==> config.mk <==
export PLATFORM = sky130hd
export DESIGN_NAME = tdm_framer
export DESIGN_NICKNAME = d
export VERILOG_FILES = /design/src/rtl/tdm_framer_pkg.sv /design/src/rtl/tdm_frame_timer.sv /design/src/rtl/tdm_tx_serializer.sv /design/src/rtl/tdm_rx_deserializer.sv /design/src/rtl/tdm_framer.sv
export SDC_FILE = /design/constraint.sdc
export NUM_CORES = 1
export LEC_CHECK = 0
export CORE_ASPECT_RATIO = 0.9
export CORE_UTILIZATION = 26
export DETAILED_ROUTE_END_ITERATION = 12
export PLACE_DENSITY = 0.42
export SYNTH_ARGS = -nofsm -noshare
export SYNTH_HDL_FRONTEND = slang
export SYNTH_SLANG_ARGS = --single-unit
==> constraint.sdc <==
create_clock -name clk -period 6.49 [get_ports clk]
set_input_delay 1.298 -clock clk [delete_from_list [all_inputs] [get_ports clk]]
set_output_delay 1.298 -clock clk [all_outputs]
set_load 0.03 [all_outputs]
==> src/rtl/tdm_framer_pkg.sv <==
// Package tdm_framer_pkg
// Shared slot maps for the TDM framer. The placement of channels in slots
// is fixed by the codec link, so it is expressed here as constant functions.
// Slots are counted from 0 inside the RTL (slot 1 on the link is index 0).
package tdm_framer_pkg;

    // Slot index that carries ADC channel ch (L0, L1, R0, R1).
    function automatic int adc_slot_of(input int ch);
        case (ch)
            0:       return 0;
            1:       return 1;
            2:       return 4;
            default: return 5;
        endcase
    endfunction

    // DAC channel carried in slot s, or -1 for an auxiliary (zero) slot.
    function automatic int dac_chan_of(input int s);
        case (s)
            0:       return 0;
            1:       return 1;
            2:       return 2;
            4:       return 3;
            5:       return 4;
            6:       return 5;
            default: return -1;
        endcase
    endfunction

endpackage

==> src/rtl/tdm_frame_timer.sv <==
// Module tdm_frame_timer
// Tracks the bit position within the frame from the external frame sync.
// pos_q is the index of the bit period in progress (0 = MSB of slot 1).
// Assumes: clocked by the serial bit clock; fsync sampled at rising edges.
// A sync that is early, or missing at the expected edge, pulses sync_err.
module tdm_frame_timer #(
    parameter  int FRAME_BITS = 256,
    localparam int POS_W      = $clog2(FRAME_BITS)
) (
    input  logic             clk,
    input  logic             rst_n,
    input  logic             fsync,
    output logic [POS_W-1:0] pos_q,
    output logic             locked_q,
    output logic [POS_W-1:0] pos_nxt,
    output logic             locked_nxt,
    output logic             frame_done,
    output logic             sync_err
);

    localparam logic [POS_W-1:0] LAST_POS = POS_W'(FRAME_BITS - 1);

    logic at_last;
    logic err_nxt;

    // Decide the next position, lock state and error from the sync input.
    always_comb begin
        at_last    = (pos_q == LAST_POS);
        frame_done = locked_q && at_last;
        err_nxt    = 1'b0;
        pos_nxt    = pos_q;
        locked_nxt = locked_q;
        if (fsync) begin
            pos_nxt    = '0;
            locked_nxt = 1'b1;
            err_nxt    = locked_q && !at_last;
        end else if (locked_q) begin
            if (at_last) begin
                pos_nxt    = '0;
                locked_nxt = 1'b0;
                err_nxt    = 1'b1;
            end else begin
                pos_nxt = pos_q + POS_W'(1);
            end
        end
    end

    // Register position, lock and error strobe.
    always_ff @(posedge clk) begin
        if (!rst_n) begin
            pos_q    <= '0;
            locked_q <= 1'b0;
            sync_err <= 1'b0;
        end else begin
            pos_q    <= pos_nxt;
            locked_q <= locked_nxt;
            sync_err <= err_nxt;
        end
    end

    // An error can only be reported by a framer that was locked.
    p_err_needs_lock_r7: assert property (@(posedge clk) disable iff (!rst_n)
        sync_err |-> $past(locked_q))
        else $error("sync_err without prior lock");

    // A sync always leaves the framer locked at the first bit.
    p_sync_locks_r1: assert property (@(posedge clk) disable iff (!rst_n)
        fsync |=> (locked_q && pos_q == '0))
        else $error("sync did not restart the frame");

endmodule

==> src/rtl/tdm_tx_serializer.sv <==
// Module tdm_tx_serializer
// Latches the DAC samples at each frame sync and drives one bit per bit
// period, MSB first, with zero padding and zero auxiliary slots.
// Assumes: SLOT_BITS and SLOTS are powers of two, SAMPLE_BITS < SLOT_BITS.
// The output is registered from the look-ahead position of the timer.
module tdm_tx_serializer
    import tdm_framer_pkg::*;
#(
    parameter  int SLOTS       = 8,
    parameter  int SLOT_BITS   = 32,
    parameter  int SAMPLE_BITS = 24,
    parameter  int DAC_CH      = 6,
    localparam int FRAME_BITS  = SLOTS * SLOT_BITS,
    localparam int POS_W       = $clog2(FRAME_BITS),
    localparam int BIT_W       = $clog2(SLOT_BITS),
    localparam int SLOT_W      = $clog2(SLOTS),
    localparam int PAD_BITS    = SLOT_BITS - SAMPLE_BITS
) (
    input  logic                          clk,
    input  logic                          rst_n,
    input  logic                          fsync,
    input  logic [DAC_CH*SAMPLE_BITS-1:0] tx_dac,
    input  logic [POS_W-1:0]              pos_q,
    input  logic                          locked_q,
    input  logic [POS_W-1:0]              pos_nxt,
    input  logic                          locked_nxt,
    output logic                          sdata_out,
    output logic                          tx_taken
);

    logic [DAC_CH*SAMPLE_BITS-1:0] hold_q;
    logic [DAC_CH*SAMPLE_BITS-1:0] src;
    logic [SLOTS-1:0][SLOT_BITS-1:0] slot_word;
    logic [SLOT_W-1:0] nxt_slot;
    logic [BIT_W-1:0]  nxt_bit;
    logic              line_bit;

    // At the sync edge the fresh samples feed the first bit directly.
    assign src = fsync ? tx_dac : hold_q;

    // Build each slot word: a DAC sample with zero pad, or all zeros.
    for (genvar s = 0; s < SLOTS; s++) begin : g_slot
        localparam int CH = dac_chan_of(s);
        if (CH >= 0 && CH < DAC_CH) begin : g_dac
            assign slot_word[s] = {src[CH*SAMPLE_BITS +: SAMPLE_BITS], {PAD_BITS{1'b0}}};
        end else begin : g_aux
            assign slot_word[s] = '0;
        end
    end

    // Pick the bit for the next period; ~nxt_bit gives MSB-first order.
    always_comb begin
        nxt_slot = pos_nxt[POS_W-1 -: SLOT_W];
        nxt_bit  = pos_nxt[BIT_W-1:0];
        line_bit = slot_word[nxt_slot][~nxt_bit];
    end

    // Latch samples at sync, register the serial bit and the take strobe.
    always_ff @(posedge clk) begin
        if (!rst_n) begin
            hold_q    <= '0;
            sdata_out <= 1'b0;
            tx_taken  <= 1'b0;
        end else begin
            if (fsync) begin
                hold_q <= tx_dac;
            end
            sdata_out <= locked_nxt && line_bit;
            tx_taken  <= fsync;
        end
    end

    // Pad positions of every slot carry zero.
    p_pad_zero_r2: assert property (@(posedge clk) disable iff (!rst_n)
        (locked_q && int'(pos_q[BIT_W-1:0]) >= SAMPLE_BITS) |-> !sdata_out)
        else $error("non-zero pad bit");

    // Auxiliary slots carry zero.
    p_aux_zero_r3: assert property (@(posedge clk) disable iff (!rst_n)
        (locked_q && dac_chan_of(int'(pos_q[POS_W-1 -: SLOT_W])) < 0) |-> !sdata_out)
        else $error("non-zero auxiliary slot");

    // An idle framer keeps the line low.
    p_idle_quiet_r9: assert property (@(posedge clk) disable iff (!rst_n)
        !locked_q |-> !sdata_out)
        else $error("line driven while idle");

    // Every sync is answered by the take strobe.
    p_taken_r4: assert property (@(posedge clk) disable iff (!rst_n)
        fsync |=> tx_taken)
        else $error("tx_taken missing after sync");

endmodule

==> src/rtl/tdm_rx_deserializer.sv <==
// Module tdm_rx_deserializer
// Shifts the sample bits of the ADC slots into one register per channel
// and publishes all channels with a valid strobe when a frame completes.
// Assumes: pos_q/locked_q come from the frame timer on the same clock.
module tdm_rx_deserializer
    import tdm_framer_pkg::*;
#(
    parameter  int SLOTS       = 8,
    parameter  int SLOT_BITS   = 32,
    parameter  int SAMPLE_BITS = 24,
    parameter  int ADC_CH      = 4,
    localparam int FRAME_BITS  = SLOTS * SLOT_BITS,
    localparam int POS_W       = $clog2(FRAME_BITS),
    localparam int BIT_W       = $clog2(SLOT_BITS),
    localparam int SLOT_W      = $clog2(SLOTS)
) (
    input  logic                          clk,
    input  logic                          rst_n,
    input  logic                          sdata_in,
    input  logic [POS_W-1:0]              pos_q,
    input  logic                          locked_q,
    input  logic                          frame_done,
    output logic [ADC_CH*SAMPLE_BITS-1:0] rx_adc,
    output logic                          rx_valid
);

    logic [SLOT_W-1:0] cur_slot;
    logic              in_sample;

    // Decode the current slot and whether the bit belongs to the sample.
    always_comb begin
        cur_slot  = pos_q[POS_W-1 -: SLOT_W];
        in_sample = locked_q && (int'(pos_q[BIT_W-1:0]) < SAMPLE_BITS);
    end

    for (genvar c = 0; c < ADC_CH; c++) begin : g_chan
        localparam int SLOT_IDX = adc_slot_of(c);
        logic [SAMPLE_BITS-1:0] shift_q;
        logic [SAMPLE_BITS-1:0] out_q;

        // Collect this channel's bits MSB first, publish at frame end.
        always_ff @(posedge clk) begin
            if (!rst_n) begin
                shift_q <= '0;
                out_q   <= '0;
            end else begin
                if (in_sample && cur_slot == SLOT_W'(SLOT_IDX)) begin
                    shift_q <= {shift_q[SAMPLE_BITS-2:0], sdata_in};
                end
                if (frame_done) begin
                    out_q <= shift_q;
                end
            end
        end

        assign rx_adc[c*SAMPLE_BITS +: SAMPLE_BITS] = out_q;
    end

    // Valid strobe follows the capture of the last frame bit.
    always_ff @(posedge clk) begin
        if (!rst_n) begin
            rx_valid <= 1'b0;
        end else begin
            rx_valid <= frame_done;
        end
    end

    // Frames are long, so two strobes never touch.
    p_valid_single_r6: assert property (@(posedge clk) disable iff (!rst_n)
        rx_valid |=> !rx_valid)
        else $error("rx_valid wider than one cycle");

    // Samples only move together with the strobe.
    p_hold_r6: assert property (@(posedge clk) disable iff (!rst_n)
        !rx_valid |-> $stable(rx_adc))
        else $error("rx_adc changed without rx_valid");

endmodule

==> src/rtl/tdm_framer.sv <==
// Module tdm_framer
// Eight-slot TDM audio framer: six 24-bit DAC channels out, four 24-bit
// ADC channels in, 32-bit slots, running on the external bit clock.
// Assumes: clk is the serial bit clock; fsync and sdata_in are stable at
// its rising edge; synchronous active-low reset precedes traffic.
module tdm_framer #(
    parameter  int SLOTS       = 8,
    parameter  int SLOT_BITS   = 32,
    parameter  int SAMPLE_BITS = 24,
    parameter  int DAC_CH      = 6,
    parameter  int ADC_CH      = 4,
    localparam int FRAME_BITS  = SLOTS * SLOT_BITS,
    localparam int POS_W       = $clog2(FRAME_BITS)
) (
    input  logic                          clk,
    input  logic                          rst_n,
    input  logic                          fsync,
    input  logic                          sdata_in,
    input  logic [DAC_CH*SAMPLE_BITS-1:0] tx_dac,
    output logic                          tx_taken,
    output logic                          sdata_out,
    output logic [ADC_CH*SAMPLE_BITS-1:0] rx_adc,
    output logic                          rx_valid,
    output logic                          sync_err
);

    logic [POS_W-1:0] pos_q;
    logic [POS_W-1:0] pos_nxt;
    logic             locked_q;
    logic             locked_nxt;
    logic             frame_done;

    tdm_frame_timer #(
        .FRAME_BITS (FRAME_BITS)
    ) timer_i (
        .clk        (clk),
        .rst_n      (rst_n),
        .fsync      (fsync),
        .pos_q      (pos_q),
        .locked_q   (locked_q),
        .pos_nxt    (pos_nxt),
        .locked_nxt (locked_nxt),
        .frame_done (frame_done),
        .sync_err   (sync_err)
    );

    tdm_tx_serializer #(
        .SLOTS       (SLOTS),
        .SLOT_BITS   (SLOT_BITS),
        .SAMPLE_BITS (SAMPLE_BITS),
        .DAC_CH      (DAC_CH)
    ) tx_i (
        .clk        (clk),
        .rst_n      (rst_n),
        .fsync      (fsync),
        .tx_dac     (tx_dac),
        .pos_q      (pos_q),
        .locked_q   (locked_q),
        .pos_nxt    (pos_nxt),
        .locked_nxt (locked_nxt),
        .sdata_out  (sdata_out),
        .tx_taken   (tx_taken)
    );

    tdm_rx_deserializer #(
        .SLOTS       (SLOTS),
        .SLOT_BITS   (SLOT_BITS),
        .SAMPLE_BITS (SAMPLE_BITS),
        .ADC_CH      (ADC_CH)
    ) rx_i (
        .clk        (clk),
        .rst_n      (rst_n),
        .sdata_in   (sdata_in),
        .pos_q      (pos_q),
        .locked_q   (locked_q),
        .frame_done (frame_done),
        .rx_adc     (rx_adc),
        .rx_valid   (rx_valid)
    );

    // A frame is delivered only by a framer that was counting.
    p_valid_from_lock_r6: assert property (@(posedge clk) disable iff (!rst_n)
        rx_valid |-> $past(locked_q))
        else $error("rx_valid while not locked");

endmodule

==> metrics, run 1 <==
CP startpoint kind=input port; Die H=227 µm; Setup TNS=0 ns; power density over the cells=266 nW/µm²; syn nets=1754; placed cells=about 2500; Yosys reg bits=349; Peak Freq=between 200 and 250 MHz; Fin Hold WS=0.462 ns; fin crit share=0.662; num ports=248; vias in the first global route=~11000; Unique masters post-synth=62; latest clock arrival within the worst-skew pair=0.56 ns; total number of vias=11400; clock buffer depth=3; Slew Viols, Final=0; Post CTS Setup Buffer Count=0; CTS root buffer=clkbuf_16; global-route wire length before repair=between 60 and 70 mm; Worst Path Max Fanout=57; total grt overflow=0; Hold Path Class=flop to flop; Num CTS Buffers=43; PortBufs=247; YS warnings=0; area growth from synthesis to layout=30.9%; M3 GR Usage=0.0318; number of synthesized flops with an enable pin=0; fin nets=1937; die extent in x=252 µm; global-route usage over all layers=0.151; met2 Resource Use GR=0.232; Top Usage Layer GRT=met2; Final Skew=0.0160 ns; Sequential Power Share=0.439; Avg Inst Size Synth=9.11 µm²; initial antenna violation count=4; clock share of power=0.493; RSZ-0062 raised after global routing=no; fin cells=2576; endpoint class of the critical path=flop; Synth Flop Type=dfxtp_1; number of nets with antenna violations after routing=0; routing usage on met1=0.212; Via density=4.43; largest net degree at the start of global routing=172; P_sw=0.00115 W; sw frac=0.226; clock sink total=349; combinational power share=0.068; Leak=6.97 nW; CTS tree=yes; Max-Cap Viols=0; Final Hold Vio Count=0; peak supply drop=0.142 mV; kind of critical path=input port to flop; Final Critical Period=4.30 ns; Reg clk slew, reported paths=0.06 ns; Post-CTS Resized=0; worst path required time=around 7 ns; setup violators final=0; core box area=55600 µm²; Tot Pwr=0.00508 W; DR WL/cell=17.0 µm; CTS HTree Levels=2; post-synthesis sequential area ratio=0.478; GPL Wtd Cong=0.779; crit path DAT=4.79 ns; WL final=approximately 44 mm; DRC viols=0; status=complete, no violations; row cnt=82; internal power=0.00393 W; Rel. slew slack=0.223; die area=57200 µm²; number of DRC markers in iteration 0=522; hold_buf cts=0; layout cells sized above 1=0.0577; initial core utilization=0.263; DP HPWL=28.9 mm; Slew @ Worst Pin=1.17 ns; first drt pass iteration count=5; Cells after Synth=around 1600; mapped cell area=between 10000 and 15000 µm²; post-synthesis async set-or-reset flop share=0
[Yosys cell counts, drive strengths merged, types with 3 or more instances]
library cell  instances  area (µm²)
clkbuf               80         300
a221oi                5        50.0
buf                  41         213
nor3                 11        66.3
nand4                 5        31.3
or3                   3        18.8
nand3                18        95.1
mux2                  4        45.0
a21oi                21         105
nor2b               166        1040
dfxtp               349        6990
xnor2                 4        35.0
o21ai                 9        45.0
a22oi                 3        22.5
mux4                  4        90.1
a31oi                 4        25.0
a311oi                5        43.8
mux2i               188        1880
a211oi               12         100
and2                 12        77.6
a21boi              175        1310
nor2                 16        60.1
o211ai                5        42.5
and3                 16         105
nand2               418        1570
[worst max-delay path, cell delays in order]
cell      delay (ns)
clkbuf_8        0.27
inv_1           0.63
o211ai_1        0.27
nand2_1         0.61
a21oi_1         0.15
a221oi_1        0.30
a21oi_1         0.07
o311a_1         0.33
nor4_1          0.52
o311a_1         0.25
[final timing paths]
kind / startpoint / cells past startpoint / slack, ns / to
worst max-delay path: fsync / 10 / 2.19 / tx_i.sdata_out$_SDFF_PN0_
worst min-delay path: rx_i.g_chan[2].out_q[19]$_SDFFE_PN0P_ / 2 / 0.46 / rx_i.g_chan[2].out_q[19]$_SDFFE_PN0P_
worst max register to register: timer_i.pos_q[1]$_SDFF_PN0_ / 11 / 2.75 / tx_i.sdata_out$_SDFF_PN0_
worst min register to register: rx_i.g_chan[2].out_q[19]$_SDFFE_PN0P_ / 2 / 0.46 / rx_i.g_chan[2].out_q[19]$_SDFFE_PN0P_
[logic make-up (layout without fill, tap and decap cells)]
family | Yosys count | after routing | synth area share
adders and majority gates | 1 | 1 | 0.000856
xor gates and xnor gates | 5 | 5 | 0.00299
muxes | 196 | 196 | 0.138
buffers and inverters | 123 | 337 | 0.0356
and+or+nand+nor | 672 | 672 | 0.213
other | 0 | 1 | 0
AOI/OAI and AO/OA | 259 | 259 | 0.131
DFF | 349 | 349 | 0.478
[per-layer routing]
metal | wire, µm | vias to the layer above
li1 | - | 5771
met1 | 21700 | 5356
met2 | 19000 | 211
met3 | 2020 | 62
met4 | 873 | 6
met5 | 36 | -
[power groups by stage]
stage | clock (W) | sequential (W) | combinational (W)
global placement | 0 | 0.00228 | 0.000346
global route | 0.00268 | 0.00224 | 0.000375
CTS | 0.00260 | 0.00223 | 0.000350
finish | 0.00251 | 0.00223 | 0.000344
floorplan | 0 | 0.00227 | 0.000196
detailed placement | 0 | 0.00228 | 0.000349
[placed cells by master (no fill, tap or decap), types with 3 or more instances in the layout]
cell	instances
mux2_2	3
a21boi_0	174
clkbuf_1	8
nand4_1	5
mux2i_1	188
mux4_2	4
o211ai_1	4
a21oi_1	21
nor3_1	9
clkinv_2	6
clkbuf_8	11
a221oi_1	4
a311oi_1	5
clkdlybuf4s50_1	245
xnor2_1	4
and3_1	15
clkbuf_16	44
nor2_1	15
bufinv_16	5
and2_1	11
nand2_1	416
a31oi_1	4
buf_4	11
nor2b_1	166
a211oi_1	10
dfxtp_1	349
or3_1	3
nand3_1	16
o21ai_0	7
a22oi_1	3
[metrics by stage]
stage | utilization | setup WS, ns | cell area [µm²]
final | 0.344 | 2.19 | 19100
after global routing | 0.344 | 1.99 | 19100
after CTS | 0.344 | 2.28 | 19100
after detailed placement | 0.318 | 1.67 | 17700
after global placement | 0.318 | 1.80 | 17700
after floorplan | - | 3.19 | 14600
[flip-flops by register name, indices dropped and copies added, names as in the netlist]
| name | cells |
|---|---|
| timer_i.locked_q | 1 |
| timer_i.pos_q | 8 |
| rx_i.g_chan.out_q | 96 |
| rx_i.g_chan.shift_q | 96 |
| tx_i.hold_q | 144 |
| tx_i.sdata_out | 1 |
| rx_i.rx_valid | 1 |
| tx_i.tx_taken | 1 |
| timer_i.sync_err | 1 |
[area by class of cell]
class / count / area, µm²
Clock inverter: 15 / 221
Timing Repair Buffer: 259 / 2580
Sequential cell: 349 / 6990
Inverter: 2 / 7.51
Clock buffer: 61 / 1250
Antenna cell: 1 / 2.50
Fill cell: 5831 / 36500
Multi-Input combinational cell: 1133 / 7140
Tap cell: 756 / 946
Note: power is estimated with default switching activity, not from simulation.
==> run 2: changes to the inputs <==
==> constraint.sdc (replaced) <==
create_clock -name clk -period 4.27 [get_ports clk]
set_input_delay 0.854 -clock clk [delete_from_list [all_inputs] [get_ports clk]]
set_output_delay 0.854 -clock clk [all_outputs]
set_load 0.03 [all_outputs]
==> run 2 against run 1 <==
Compared with the run above: utilization decreased by 0.11 points; cell count is 0.12% higher; wire length barely moved; combinational power is 51% higher; clock power rose by 40%; sequential power increased by 53%; non-clock buffer count is 6 higher; die area is the same; final area is 0.33% lower; clock-buffer cell count shrank 1; power rose by 46%; largest cell class unchanged.
==> metrics, run 2 (same netlist as run 1, synthesis figures left out) <==
Max-Cap Viols=0 (unchanged); CTS HTree Levels=2 (unchanged); peak supply drop=0.241 mV (+69%); total grt overflow=0 (unchanged); Setup TNS=0 ns (unchanged); CP startpoint kind=flop; largest net degree at the start of global routing=171 (-0.58%); global-route usage over all layers=0.152 (+0.00139); clock share of power=0.472 (-0.021); Reg clk slew, reported paths=0.06 ns (about the same); Die H=227 µm (unchanged); DP HPWL=29.6 mm (+2.4%); routing usage on met1=0.211 (-0.00132); initial core utilization=0.263 (unchanged); core box area=55600 µm² (unchanged); worst-path cell chain=ha_1 > and3_1 > o211ai_1 > nand2_2 > buf_4 > mux2i_1 > o21ai_0 > a2111oi_0 > o41ai_1 > a31o_1 > o311a_1; design area=19100 µm² (-0.33%); number of DRC markers in iteration 0=545 (+4.4%); DRC viols=0 (unchanged); kind of critical path=flop to flop; Largest regs=tx_i.hold_q x144, rx_i.g_chan.out_q x96, rx_i.g_chan.shift_q x96; Via density=4.40 (-0.62%); area post-placement=17700 µm² (+0.33%); endpoint class of the critical path=flop; row cnt=82 (unchanged); initial antenna violation count=4 (unchanged); Slowest-stage cell, CP=a2111oi_0; CTS tree=yes; Final Critical Period=3.56 ns; WL final=43.7 mm (about the same); Fin Hold WS=0.460 ns (-0.00176 ns); PortBufs=247 (unchanged); total number of vias=11300 (-0.50%); fin crit share=0.834; layout cells sized above 1=0.0603 (+0.00262); hold_buf cts=0 (unchanged); P_sw=0.00173 W (+51%); clock sink total=349 (unchanged); Slew Viols, Final=0 (unchanged); Peak Freq=around 280 MHz; CTS root buffer=clkbuf_16; max incr delay on CP=0.52 ns (-0.11 ns); internal power=0.00570 W (+45%); status=complete, no violations; Sequential Power Share=0.458 (+0.019); sw frac=0.233 (+0.00676); die area=57200 µm² (unchanged); Rel. slew slack=0.259 (+0.0363); Post CTS Setup Buffer Count=0 (unchanged); RSZ-0062 raised after global routing=no; number of nets with antenna violations after routing=0 (unchanged); Top Usage Layer GRT=met2; Num CTS Buffers=42 (-2.3%); num ports=248 (unchanged); Worst Path Max Fanout=28 (-51%); latest clock arrival within the worst-skew pair=0.56 ns (about the same); Post-CTS Resized=0 (unchanged); fin nets=1942 (+0.26%); commonest cells after routing, fill and taps aside=nand2_1, dfxtp_1, clkdlybuf4s50_1, mux2i_1, a21boi_0; leading cell type in the layout, fill and taps excluded=nand2_1; DR WL/cell=16.9 µm (-0.17%); clock buffer depth=3 (unchanged); first drt pass iteration count=7 (+2); Final Skew=0.0129 ns (-0.00310 ns); Final Hold Vio Count=0 (unchanged); Leak=6.94 nW (-0.40%); met2 Resource Use GR=0.234 (+0.00213); combinational power share=0.070 (+0.002); power density over the cells=390 nW/µm² (+47%); setup violators final=0 (unchanged); area growth from synthesis to layout=30.5%; Register-to-Register Path Depth=11 (unchanged); GPL Wtd Cong=0.813 (+4.3%); worst path required time=4.71 ns (-2.28 ns); Slew @ Worst Pin=1.11 ns (-0.0545 ns); M3 GR Usage=0.0377 (+0.00595); Hold Path Class=flop to flop; worst hold path depth=2 (unchanged); die extent in x=252 µm (unchanged); global-route wire length before repair=67.8 mm (+0.52%); crit path DAT=4.01 ns (-0.78 ns); vias in the first global route=11500 (+2.4%); max FFs per register=144 (unchanged); diodes inserted=0 (-1); most flop-heavy register=tx_i.hold_q
==> run 2: cell type report <==
| cell class | instances | area, µm² |
|---|---|---|
| Multi-Input combinational cell | 1133 | 7140 |
| Clock buffer | 60 | 1230 |
| Tap cell | 756 | 946 |
| Fill cell | 5774 | 36500 |
| Clock inverter | 14 | 129 |
| Sequential cell | 349 | 6990 |
| Timing Repair Buffer | 265 | 2640 |
| Inverter | 2 | 7.51 |
==> run 2: stage by stage <==
stage / total power (W) / util / setup slack [ns] / std cells
6_report: 0.00744 / 0.343 / 0.708 / 2579
4_1_cts: 0.00758 / 0.343 / 0.729 / 2579
5_1_grt: 0.00777 / 0.343 / 0.444 / 2579
3_5_place_dp: 0.00401 / 0.319 / 0.694 / 2505
2_1_floorplan: 0.00374 / - / 1.42 / 1605
3_3_place_gp: 0.00401 / 0.319 / 0.717 / 2505
==> run 2: per-layer routing <==
layer,part of all wire,vias up
met5,0.0013,-
met4,0.020,8
met3,0.057,65
met2,0.43,221
met1,0.49,5276
li1,-,5779
==> run 2: worst max-delay path, delay by kind of cell, from the launching register on <==
kind / cells / cell delay [ns]
mux: 1 / 0.22
compound gates: 6 / 1.29
simple gates: 2 / 0.80
buf+inv: 1 / 0.47
fa+ha+maj: 1 / 0.25
flops: 1 / 0.39
==> run 2: path summary, 6_finish.rpt <==
check                                                           start                               endpoint  slack [ns]
worst min-delay path            rx_i.g_chan[3].out_q[22]$_SDFFE_PN0P_  rx_i.g_chan[3].out_q[22]$_SDFFE_PN0P_        0.46
worst min register to register  rx_i.g_chan[3].out_q[22]$_SDFFE_PN0P_  rx_i.g_chan[3].out_q[22]$_SDFFE_PN0P_        0.46
worst max-delay path                      timer_i.pos_q[0]$_SDFF_PN0_              tx_i.sdata_out$_SDFF_PN0_        0.71
worst max register to register            timer_i.pos_q[0]$_SDFF_PN0_              tx_i.sdata_out$_SDFF_PN0_        0.71
==> run 2: power groups by stage <==
stage	Clock (W)	Sequential (W)	Combinational, W
after floorplan	0	0.00344	0.000297
after global placement	0	0.00348	0.000525
after detailed placement	0	0.00348	0.000528
after CTS	0.00364	0.00341	0.000530
after global routing	0.00379	0.00341	0.000567
final	0.00351	0.00341	0.000521
==> run 3: changes to the inputs <==
==> constraint.sdc (replaced) <==
create_clock -name clk -period 3.5 [get_ports clk]
set_input_delay 0.7 -clock clk [delete_from_list [all_inputs] [get_ports clk]]
set_output_delay 0.7 -clock clk [all_outputs]
set_load 0.03 [all_outputs]
==> run 3 against run 2 <==
Compared with the run above: maximum frequency rose by 10%; combinational power rose by 25%; sequential power rose by 22%; register-to-register slack got worse by 0.44 ns; critical endpoint unchanged; global-route usage rose by 0.077 points; largest power group unchanged.
==> metrics, run 3 (same netlist as run 1, synthesis figures left out) <==
status=complete, no violations; most flop-heavy register=tx_i.hold_q; diodes inserted=0 (unchanged); fin crit share=0.923 (+0.0892); endpoint class of the critical path=flop; Top Usage Layer GRT=met2; Post CTS Setup Buffer Count=0 (unchanged); die area=57200 µm² (unchanged); routing usage on met1=0.218 (+0.00730); setup violators final=0 (unchanged); largest net degree at the start of global routing=102 (-40%); M3 GR Usage=0.0301 (-0.00766); crit path DAT=3.67 ns (-0.34 ns); Reg clk slew, reported paths=0.06 ns (about the same); met2 Resource Use GR=0.235 (+0.00151); clock sink total=349 (unchanged); layout cells sized above 1=0.0670 (+0.00665); Rel. slew slack=0.225 (-0.0347); Slew @ Worst Pin=1.16 ns (+0.0520 ns); Hold Path Class=flop to flop; die extent in x=252 µm (unchanged); power density over the cells=474 nW/µm² (+22%); CTS root buffer=clkbuf_16; area growth from synthesis to layout=31.5%; Reg2Reg Setup Slack=0.27 ns (-0.44 ns); WL final=44.3 mm (+1.3%); worst hold path depth=2 (unchanged); clock share of power=0.473 (about the same); Worst R2R Start=timer_i.pos_q[0]$_SDFF_PN0_; PortBufs=247 (unchanged); reg2reg end=tx_i.sdata_out$_SDFF_PN0_; Peak Freq=309 MHz (+10%); Final Skew=0.0227 ns (+0.00989 ns); max FFs per register=144 (unchanged); Max-Cap Viols=0 (unchanged); setup slack after layout=0.269 ns (-0.440 ns); Num CTS Buffers=41 (-2.4%); fillers=5836 (+1.1%); number of nets with antenna violations after routing=0 (unchanged); RSZ-0062 raised after global routing=no; Sequential Area=6990 µm² (unchanged); DRC viols=0 (unchanged); row cnt=82 (unchanged); worst path required time=3.94 ns (-0.77 ns); GPL Wtd Cong=0.808 (-0.60%); Slew Viols, Final=0 (unchanged); Leak=7.05 nW (+1.5%); Final Critical Period=3.23 ns (-0.330 ns); CTS tree=yes; fin nets=1959 (+0.88%); dpl ws=0.172 ns (-0.522 ns); latest clock arrival within the worst-skew pair=0.55 ns (about the same); vias in the first global route=11400 (-0.92%); Largest regs=tx_i.hold_q x144, rx_i.g_chan.out_q x96, rx_i.g_chan.shift_q x96; Via density=4.45 (+1.0%); initial core utilization=0.263 (unchanged); global-route usage over all layers=0.153 (+0.000770); first drt pass iteration count=7 (unchanged); DR WL/cell=17.1 µm (+0.82%); Sequential Power Share=0.456 (-0.002); combinational power share=0.071 (about the same); Final Hold Vio Count=0 (unchanged); P_sw=0.00206 W (+19%); peak supply drop=0.299 mV (+24%); clock buffer depth=3 (unchanged); Die H=227 µm (unchanged); Register-to-Register Path Depth=12 (+1); num ports=248 (unchanged); global-route wire length before repair=68.0 mm (+0.23%); internal power=0.00705 W (+24%); Setup TNS=0 ns (unchanged); kind of critical path=flop to flop; commonest cells after routing, fill and taps aside=nand2_1, dfxtp_1, clkdlybuf4s50_1, mux2i_1, a21boi_0; CP startpoint=timer_i.pos_q[0]$_SDFF_PN0_; total number of vias=11500 (+1.6%); total grt overflow=0 (unchanged); sw frac=0.226 (-0.00682); CP startpoint kind=flop; DP HPWL=30.6 mm (+3.6%); core box area=55600 µm² (unchanged); CTS HTree Levels=2 (unchanged); number of DRC markers in iteration 0=612 (+12%); Worst Path Max Fanout=11 (-61%); area of the multi-input gates=7140 µm² (about the same); leading cell type in the layout, fill and taps excluded=nand2_1; initial antenna violation count=1 (-3); Fin Hold WS=0.458 ns (-0.00154 ns); crit path to=tx_i.sdata_out$_SDFF_PN0_
run 3: cell count changes in the layout (fill, tap and decap cells not counted), sizes merged:
cell	delta
bufinv	+2
buf	+18
clkinvlp	-3
clkbuf	-2
clkinv	-1
inv	-1
run 3: metrics by stage:
step / cells / cell area, µm² / power (W) / utilization
final: 2592 / 19200 / 0.00911 / 0.346
after floorplan: 1605 / 14600 / 0.00457 / -
after CTS: 2592 / 19200 / 0.00928 / 0.346
after global placement: 2523 / 17900 / 0.00490 / 0.322
after detailed placement: 2523 / 17900 / 0.00490 / 0.322
after global routing: 2592 / 19200 / 0.00948 / 0.346
run 3: critical path: stages (launching register included):
cell	delay, ns
dfxtp_1	0.35
ha_1	0.26
and3_1	0.26
o211ai_1	0.34
nand2_2	0.32
buf_4	0.28
a211oi_2	0.21
o31a_1	0.15
o211ai_1	0.10
a221oi_2	0.25
nor4_1	0.09
buf_4	0.16
o311a_1	0.34
run 3: repair_timing:
action | in CTS | in global routing
hold buffers | 0 | 0
endpoints found under the hold margin | 0 | 0
gates resized for setup | 0 | 1
endpoints found under the setup margin | 0 | 1
run 3: power groups by stage:
stage	logic [W]	registers [W]	clock network, W
floorplan	0.000363	0.00420	0
global placement	0.000650	0.00425	0
detailed placement	0.000658	0.00424	0
CTS	0.000660	0.00415	0.00446
global route	0.000706	0.00416	0.00462
finish	0.000649	0.00415	0.00431
run 3: worst min-delay path by stage:
stage,startpoint,endpoint,slack (ns)
floorplan,rx_i.g_chan[0].shift_q[23]$_SDFFE_PN0P_,rx_i.g_chan[0].out_q[23]$_SDFFE_PN0P_,0.44
finish,rx_i.g_chan[2].shift_q[23]$_SDFFE_PN0P_,rx_i.g_chan[2].out_q[23]$_SDFFE_PN0P_,0.46
global route,rx_i.g_chan[3].out_q[5]$_SDFFE_PN0P_,rx_i.g_chan[3].out_q[5]$_SDFFE_PN0P_,0.48
global placement,rx_i.g_chan[3].out_q[6]$_SDFFE_PN0P_,rx_i.g_chan[3].out_q[6]$_SDFFE_PN0P_,0.45
detailed placement,rx_i.g_chan[3].shift_q[23]$_SDFFE_PN0P_,rx_i.g_chan[3].out_q[23]$_SDFFE_PN0P_,0.46
CTS,rx_i.g_chan[3].shift_q[23]$_SDFFE_PN0P_,rx_i.g_chan[3].out_q[23]$_SDFFE_PN0P_,0.46
run 3: routing by layer:
metal  vias to the layer above  wire length [µm]
li1                       5801                 -
met2                       201             19300
met3                        51              2030
met1                      5470             22200
met5                         -                12
met4                         2               751
run 3: final cells by class:
cell class / count / area share
timing repair buffer: 283 / 0.146
clock buffer: 58 / 0.0625
sequential: 349 / 0.363
inverter: 2 / 0.000390
clock inverter: 11 / 0.00755
tap: 756 / 0.0492
multi-input combinational: 1133 / 0.371
